`src/rtl/pinmux_pkg.sv`:
```
package pinmux_pkg;

  typedef enum logic {
    REG_PORT = 1'b0,
    REG_DIR  = 1'b1
  } reg_sel_e;

  // Effective drive enable for one pin.
  function automatic logic pin_drive_en(input logic sel, input logic f_out,
                                        input logic f_in, input logic dir);
    logic en;
    if (!sel)       en = ~dir;
    else if (f_in)  en = 1'b0;
    else if (f_out) en = 1'b1;
    else            en = ~dir;
    return en;
  endfunction

  // Output value source for one pin.
  function automatic logic pin_drive_val(input logic sel, input logic periph_v,
                                         input logic latch_v);
    return sel ? periph_v : latch_v;
  endfunction

endpackage

```
`src/rtl/port_latch_bank.sv`:
```
module port_latch_bank
  import pinmux_pkg::*;
#(
  parameter int WIDTH = 8
) (
  input  logic             clk,
  input  logic             rst_n,
  input  logic             wr_en,
  input  reg_sel_e         wr_sel,
  input  logic [WIDTH-1:0] wdata,
  output logic [WIDTH-1:0] data_q,
  output logic [WIDTH-1:0] dir_q
);

  localparam logic [WIDTH-1:0] DIR_RST  = '1;
  localparam logic [WIDTH-1:0] DATA_RST = '0;

  logic wr_data;
  logic wr_dir;

  assign wr_data = wr_en && (wr_sel == REG_PORT);
  assign wr_dir  = wr_en && (wr_sel == REG_DIR);

  always_ff @(posedge clk or negedge rst_n) begin
    if (!rst_n) begin
      data_q <= DATA_RST;
    end else if (wr_data) begin
      data_q <= wdata;
    end
  end

  always_ff @(posedge clk or negedge rst_n) begin
    if (!rst_n) begin
      dir_q <= DIR_RST;
    end else if (wr_dir) begin
      dir_q <= wdata;
    end
  end

endmodule

```
`src/rtl/pin_drive_slice.sv`:
```
module pin_drive_slice
  import pinmux_pkg::*;
(
  input  logic sel,
  input  logic f_out,
  input  logic f_in,
  input  logic dir,
  input  logic latch_v,
  input  logic periph_v,
  output logic oe,
  output logic val,
  output logic overridden
);

  always_comb begin
    oe         = pin_drive_en(sel, f_out, f_in, dir);
    val        = pin_drive_val(sel, periph_v, latch_v);
    overridden = sel & (f_in | f_out);
  end

endmodule

```
`src/rtl/pin_in_sync.sv`:
```
module pin_in_sync #(
  parameter int WIDTH  = 8,
  parameter int STAGES = 2
) (
  input  logic             clk,
  input  logic             rst_n,
  input  logic [WIDTH-1:0] d,
  output logic [WIDTH-1:0] q
);

  generate
    if (STAGES == 0) begin : g_bypass
      assign q = d;
    end else begin : g_chain
      logic [WIDTH-1:0] stage_q [STAGES];
      for (genvar s = 0; s < STAGES; s++) begin : g_stage
        always_ff @(posedge clk or negedge rst_n) begin
          if (!rst_n) begin
            stage_q[s] <= '0;
          end else if (s == 0) begin
            stage_q[s] <= d;
          end else begin
            stage_q[s] <= stage_q[(s == 0) ? 0 : s-1];
          end
        end
      end
      assign q = stage_q[STAGES-1];
    end
  endgenerate

endmodule

```
`src/rtl/pinmux_port.sv`:
```
module pinmux_port
  import pinmux_pkg::*;
#(
  parameter int WIDTH       = 8,
  parameter int SYNC_STAGES = 2
) (
  input  logic             clk,
  input  logic             rst_n,
  input  logic             bus_wr,
  input  logic             bus_addr,
  input  logic [WIDTH-1:0] bus_wdata,
  output logic [WIDTH-1:0] bus_rdata,
  input  logic [WIDTH-1:0] periph_sel,
  input  logic [WIDTH-1:0] periph_dout,
  input  logic [WIDTH-1:0] periph_force_out,
  input  logic [WIDTH-1:0] periph_force_in,
  output logic [WIDTH-1:0] periph_din,
  input  logic [WIDTH-1:0] pin_in,
  output logic [WIDTH-1:0] pin_out,
  output logic [WIDTH-1:0] pin_oe
);

  // Named internal events, visible to the bound checker.
  logic [WIDTH-1:0] data_q;
  logic [WIDTH-1:0] dir_q;
  logic [WIDTH-1:0] pin_sync;
  logic [WIDTH-1:0] ovr_active;
  reg_sel_e         addr_sel;

  assign addr_sel = reg_sel_e'(bus_addr);

  port_latch_bank #(.WIDTH(WIDTH)) u_latch (
    .clk    (clk),
    .rst_n  (rst_n),
    .wr_en  (bus_wr),
    .wr_sel (addr_sel),
    .wdata  (bus_wdata),
    .data_q (data_q),
    .dir_q  (dir_q)
  );

  generate
    for (genvar i = 0; i < WIDTH; i++) begin : g_pin
      pin_drive_slice u_slice (
        .sel        (periph_sel[i]),
        .f_out      (periph_force_out[i]),
        .f_in       (periph_force_in[i]),
        .dir        (dir_q[i]),
        .latch_v    (data_q[i]),
        .periph_v   (periph_dout[i]),
        .oe         (pin_oe[i]),
        .val        (pin_out[i]),
        .overridden (ovr_active[i])
      );
    end
  endgenerate

  pin_in_sync #(.WIDTH(WIDTH), .STAGES(SYNC_STAGES)) u_sync (
    .clk   (clk),
    .rst_n (rst_n),
    .d     (pin_in),
    .q     (pin_sync)
  );

  assign periph_din = pin_in;

  always_comb begin
    unique case (addr_sel)
      REG_DIR:  bus_rdata = dir_q;
      default:  bus_rdata = pin_sync;
    endcase
  end

endmodule

```
`config.mk`:
```
export PLATFORM = sky130hd
export DESIGN_NAME = pinmux_port
export DESIGN_NICKNAME = d
export VERILOG_FILES = /design/src/rtl/pinmux_pkg.sv /design/src/rtl/port_latch_bank.sv /design/src/rtl/pin_drive_slice.sv /design/src/rtl/pin_in_sync.sv /design/src/rtl/pinmux_port.sv
export SDC_FILE = /design/constraint.sdc
export NUM_CORES = 1
export LEC_CHECK = 0
export ABC_AREA = 1
export BUFFER_PORTS_ARGS = -buffer_cell sky130_fd_sc_hd__buf_2
export CAP_MARGIN = 20
export CORE_MARGIN = 4
export CORE_UTILIZATION = 40
export DETAILED_ROUTE_END_ITERATION = 7
export PLACE_DENSITY = 0.73
export SYNTH_ARGS = -nofsm -noshare
export SYNTH_HDL_FRONTEND = slang
export SYNTH_HIERARCHICAL = 1
export SYNTH_SLANG_ARGS = --single-unit
```
`constraint.sdc`:
```
create_clock -name clk -period 0.8 [get_ports clk]
set_input_delay 0.08 -clock clk [delete_from_list [all_inputs] [get_ports clk]]
set_output_delay 0.08 -clock clk [all_outputs]
set_load 0.01 [all_outputs]
```
### After elaboration in Yosys (flattened, before gate mapping)

Cells that the tools add are included.

* word-level logic and storage cells: 48
* output and inout bits: 32
* bits in registers: 32

* bitwise gates (word level): 9
* muxes and demuxes: 33
* reductions and logical operators: 2

Operator list (number)
* $mux W1: 32
* $not A1 Y1: 9
* $mux W8: 1
* $logic_and A1 B1 Y1: 2

### Logic depth before layout (Yosys ltp)

Gate-level depths: netlist of the first run.

* depth after elaboration: 4
* depth in mapped cells: 5

### By module

The synthesis of the first run kept the hierarchy.

Modules (own cells, without submodules)
* port_latch_bank: cells each 70, sequential area each 410.4 um^2, times used 1, area an instance 673.1 um^2
* pin_in_sync: cells each 24, sequential area each 400.4 um^2, times used 1, area an instance 460.4 um^2
* pin_drive_slice: cells each 9, sequential area each 0.0 um^2, times used 8, area an instance 35.0 um^2
* pinmux_port: cells each 34, sequential area each 0.0 um^2, times used 1, area an instance 165.2 um^2

### Least setup slack after synthesis of the first run

No wires, ideal clock.

* path kind: register -> output
* start: reg u_latch.dir_q[0]
* end: out pin_oe[0]
* cell stages (with the launch flop): 4
* data arrival time: 0.661 ns
* slack: 0.059 ns
* path buffers: 0
* required time: 0.720 ns
* path through: dfstp_2 > nand2_1 > nand2_1 > inv_1

* cells in the longest elaborated chain, start to end: 4

Ends and longest elaborated chain
* start, declared: RTL line port_latch_bank.sv:12 `output logic [WIDTH-1:0] dir_q`
* start signal, assigned: RTL line port_latch_bank.sv:36 `dir_q <= wdata;`
* $not A1 Y1 *: RTL line pinmux_pkg.sv:12, pinmux_pkg.sv:15
* $mux W1: RTL line pinmux_pkg.sv:14 `else if (f_out) en = 1'b1;`
* $mux W1: RTL line pinmux_pkg.sv:13 `else if (f_in) en = 1'b0;`
* $mux W1 *: RTL line pinmux_pkg.sv:12 `if (!sel) en = ~dir;`
* end, declared: RTL line pinmux_port.sv:20 `output logic [WIDTH-1:0] pin_oe`

Mark *: on every way between the ends. The rest lies on a longest branch, timed or not.

### Final worst setup path of the first run

* start: reg u_latch.dir_q[5]
* end: out pin_oe[5]

Same word-level chain as after synthesis.

==> results.cfg, run 1 <==
[outcome]
status = complete, but fails checks
violations = negative setup slack

[pwr]
power.density_nw_per_um2 = 2000
pwr-share-comb_pct = 20.6
p_clk_share_pct = 37.4
switching_share_pct = 25.1
peakVddDrop_v = 0.00130
p_int_w = 0.00336
p_leak_nw = 1.30
p_seq_share_pct = 42.0
switchingPower_w = 0.00112

[global_routing]
use_met1_pct = 19.3
overflow = 0
grt_usage_pct = 15.7
first_global_vias = 1445
use_met2_pct = 25.9
antenna_found_initial = 0
grt-busiest-layer = met2
use_met3_pct = 5.61
grt_max_degree = 33
grt_pass1_wl_um = 6220

[floorplanning]
core_area_sq_um = 3690
rows = 22
start_util_pct = 42.0
die_y_um = 70.2
dieWidth_um = 70.2
dieArea_sq_um = 4930
io_pins = 84

[drt]
drt_first_pass_iters = 4
wire_per_inst_um = 11.1
drtIter0Drc = 36
route.antenna.remaining_nets = 0
drt-total-wl_um = 3700
vias = 1438
drc_errors = 0
via_per_inst = 4.31

[final_layout]
finalNonFillerCells = 334
final_nets = 337
final_common_cell = nand2_1
nFillCells = 365
antenna_cells = 0
mostFrequentLayoutCells = 87 x nand2_1, 81 x buf_2, 24 x dfrtp_1
area_growth_pct = 44.7
final_layout_size_suffix_gt1_share_pct = 44.4

[placement]
place_congestion = 0.749
dp_cells = 308
post-place-ws_ns = -0.0850
dp_hpwl_um = 2800
numPortBuffers = 83

[clock_tree]
cts_made_buffers = 5
cts_tree = done
cts-root-buf = clkbuf_8
max-clock-path-buffers = 2
clock-sinks = 32
clock_latency_ns = 0.28
h-tree-depth = 2
clkTransAtPathRegs_ns = 0.07

[timing]
relSlewSlack_pct = 87.2
finalHoldViolations = 0
post-route-period-util_pct = 148
slew_violations = 0
rsz0062_at_grt = yes
setup_violations = 27
min_period_ns = 1.18
fmax_mhz = 844
setup_ws_ns = -0.385
worst_slew_pin_slew_ns = 0.192
clock_skew_ns = 0.00388

[flow_run]
maxCapViolCount = 0

[worst_setup_path]
worst-endpoint-required_ns = 0.72
path_class = flip-flop to output port
startpoint_type = flip-flop
end_kind = output port
critPathMaxFanout = 3
critPathArrivalTime_ns = 1.10

[worst_hold_path]
hp-class = primary input to flip-flop

[yosys]
syn-num-nets = 244
synth_warnings = 6
netlist_instances = 192
postSynthAreaPerCell_sq_um = 8.07
synth_area_sq_um = 1550
## per-layer routing
metal  up-vias  part of all wire (%)
li1        754                     -
met1       620                    42
met2        60                    48
met3         4                   9.0
met4         0                   1.1
met5         -                     0
## critical path, stage by stage (launching register included)
cell	delay (ns)
dfstp_2	0.56
nand2_1	0.05
nand2_1	0.05
inv_1	0.03
buf_2	0.12
## flip-flops by register name, summed over array words and instances, names as in the netlist
name                    cells
u_latch/data_q              8
u_latch/dir_q               8
u_sync/q                    8
u_sync/g_chain.stage_q      8
## path summary, 6_finish.rpt
kind | end | depth (start not counted) | from | slack [ns]
max in group asynchronous | u_latch/dir_q[6]$_DFFE_PN1P_ | 3 | rst_n | 0.28
setup reg to reg | u_latch/data_q[5]$_DFFE_PN0P_ | 4 | u_latch/data_q[5]$_DFFE_PN0P_ | -0.02
setup / recovery | pin_oe[5] | 4 | u_latch/dir_q[5]$_DFFE_PN1P_ | -0.38
hold reg to reg | u_sync/q[6]$_DFF_PN0_ | 0 | u_sync/g_chain.stage_q[14]$_DFF_PN0_ | 0.35
hold / removal | u_latch/dir_q[0]$_DFFE_PN1P_ | 3 | bus_wdata[0] | 0.02
min in group asynchronous | u_sync/q[3]$_DFF_PN0_ | 3 | rst_n | 0.28
## metrics by stage
step	utilization, %	hold slack, ns	cell area [sq um]	TNS, ns	total power (W)
after global routing	60.8	0.0265	2240	-8.76	0.00474
final	60.8	0.0181	2240	-7.17	0.00448
after global placement	52.1	0.0440	1920	-0.828	0.00267
after detailed placement	52.1	0.0479	1920	-0.896	0.00268
after floorplan	-	-0.216	1550	0	0.00233
after CTS	59.4	0.00870	2190	-7.53	0.00448
## cell type report
type	instances	area (sq um)	share of cell area (%)
flip-flops and latches	32	811	36.2
repair buffers	106	648	28.9
multi-input cells	122	520	23.2
clock buffers	7	96.3	4.30
inverters	18	75.1	3.35
well taps	48	60.1	2.68
clock inverters	1	30.0	1.34
## power by group through the flow
stage	logic, W	registers [W]	clock network [W]
after floorplan	0.000447	0.00188	0
final	0.000924	0.00188	0.00167
after global routing	0.00104	0.00190	0.00179
after detailed placement	0.000776	0.00191	0
after CTS	0.000876	0.00188	0.00173
after global placement	0.000767	0.00190	0
## repair_timing
item | 4_1_cts | 5_1_grt
hold buffers | 9 | 0
setup endpoints to repair | 24 | 24
hold endpoints to repair | 40 | 0
pin swaps | 23 | 2
gates resized for setup | 10 | 10
buffers inserted | 6 | 3
(Power assumes the default switching activity.)
==> inputs of run 2 (changes only) <==
--- a/config.mk
+++ b/config.mk
@@ -8,10 +8,11 @@
 export ABC_AREA = 1
 export BUFFER_PORTS_ARGS = -buffer_cell sky130_fd_sc_hd__buf_2
 export CAP_MARGIN = 20
-export CORE_MARGIN = 4
+export CORE_MARGIN = 3
 export CORE_UTILIZATION = 40
 export DETAILED_ROUTE_END_ITERATION = 7
 export PLACE_DENSITY = 0.73
+export SKIP_LAST_GASP = 1
 export SYNTH_ARGS = -nofsm -noshare
 export SYNTH_HDL_FRONTEND = slang
 export SYNTH_HIERARCHICAL = 1
==> run 2 against run 1 <==
The flow still finishes with violations (negative setup slack). Combinational power barely moved. First-iteration DRC count shrank 56%. Count of clock-buffer cells in the layout up 1. Cell count down 1.2%. Largest power group unchanged.
==> results.cfg, run 2 (same netlist as run 1, synthesis figures left out) <==
[outcome]
status = complete, but fails checks
violations = negative setup slack

[floorplanning]
dieWidth_um = 68.2
io_pins = 84
rows = 21
dieArea_sq_um = 4660
start_util_pct = 44.0
core_area_sq_um = 3520
die_y_um = 68.2

[final_layout]
finalNonFillerCells = 330
mostFrequentLayoutCells = 92 x nand2_1, 80 x buf_2, 24 x dfrtp_1
fin_area_sq_um = 2210
final_nets = 335
area_growth_pct = 42.5
final_layout_size_suffix_gt1_share_pct = 41.5
antenna_cells = 0
final_common_cell = nand2_1

[clock_tree]
clkTransAtPathRegs_ns = 0.06
cts_made_buffers = 5
cts_tree = done
cts-root-buf = clkbuf_8
h-tree-depth = 2
clock_latency_ns = 0.27
max-clock-path-buffers = 2
clock-sinks = 32

[worst_setup_path]
slowest_delay_ns = 0.56
crit_family = flip-flops
worst-endpoint-required_ns = 0.72
crit_path_top_delay_cell = dfstp_2
startpoint_type = flip-flop
end_kind = output port
path_buf_inv = 2
r2r_slack_ns = -0.09
critPathArrivalTime_ns = 1.11
path_class = flip-flop to output port
critPathMaxFanout = 3
path_common_cell = nand2_1
crit_cells = 4
r2r_cells = 4
crit_chain = nand2_1 > nand2_1 > inv_1 > buf_6

[global_routing]
antenna_found_initial = 0
grt_pass1_wl_um = 5370
grt_max_degree = 33
overflow = 0
first_global_vias = 1252
grt_usage_pct = 15.7

[timing]
min_period_ns = 1.19
hold_ws_ns = 0.0299
setup_ws_ns = -0.385
rsz0062_at_grt = yes
worst_slew_pin_slew_ns = 0.223
clock_skew_ns = 0.000293
relSlewSlack_pct = 85.1
post-route-period-util_pct = 148
slew_violations = 0
finalHoldViolations = 0
fmax_mhz = 844
setup_violations = 27

[drt]
via_per_inst = 4.43
drt-total-wl_um = 3580
drtIter0Drc = 16
wire_per_inst_um = 10.9
drt_first_pass_iters = 5
route.antenna.remaining_nets = 0
vias = 1461
drc_errors = 0

[placement]
place_area_sq_um = 1920
place_congestion = 0.714
numPortBuffers = 83
dp_hpwl_um = 2550
dp_cells = 305

[flow_run]
maxCapViolCount = 0

[pwr]
power.density_nw_per_um2 = 1870
p_leak_nw = 1.28
total_power_w = 0.00412
peakVddDrop_v = 0.00136

[worst_hold_path]
hp-class = primary input to flip-flop
min_path_cells = 3
run 2: layout make-up:
| type | instances | area [sq um] |
|---|---|---|
| tap | 46 | 57.6 |
| timing repair buffer | 104 | 656 |
| inverter | 18 | 75.1 |
| fill | 328 | 1310 |
| clock buffer | 8 | 100 |
| sequential | 32 | 811 |
| multi-input combinational | 122 | 508 |
run 2: final timing paths:
kind | to | from
setup / recovery | pin_oe[7] | u_latch/dir_q[7]$_DFFE_PN1P_
hold / removal | u_latch/dir_q[7]$_DFFE_PN1P_ | bus_wdata[7]
setup reg to reg | u_latch/dir_q[6]$_DFFE_PN1P_ | u_latch/dir_q[6]$_DFFE_PN1P_
hold reg to reg | u_sync/q[5]$_DFF_PN0_ | u_sync/g_chain.stage_q[13]$_DFF_PN0_
max in group asynchronous | u_latch/dir_q[2]$_DFFE_PN1P_ | rst_n
min in group asynchronous | u_sync/g_chain.stage_q[10]$_DFF_PN0_ | rst_n
run 2: worst reg2reg max path: stages, from the launching register on:
cell,delay [ns]
dfstp_2,0.54
buf_4,0.10
buf_4,0.09
nand2_1,0.04
nand2_1,0.06
run 2: metrics by stage:
stage | setup slack [ns] | TNS, ns | util, %
floorplan | 0.0607 | 0 | -
global route | -0.439 | -8.61 | 62.7
finish | -0.385 | -7.09 | 62.7
detailed placement | -0.108 | -0.958 | 54.7
global placement | -0.0926 | -0.817 | 54.7
CTS | -0.389 | -7.30 | 61.4
run 2: report_power, final:
group	total (W)	internal, W	switching (W)
Clock	0.00132	0.000784	0.000539
Combinational	0.000922	0.000460	0.000462
Sequential	0.00188	0.00180	0.0000801
run 2: per-layer routing:
layer / global-route usage, % / share of wire [%]
met2: 29.0 / 53
met4: 2.98 / 0
met5: 0 / 0
met3: 5.91 / 9.4
met1: 17.2 / 38
run 2: timing repair:
action                                  CTS  global route
setup buffers                             4             4
pin swaps                                19             1
endpoints found under the setup margin   24            26
hold endpoints to repair                 40             0
hold buffers                              9             0
gates resized for setup                  12             4
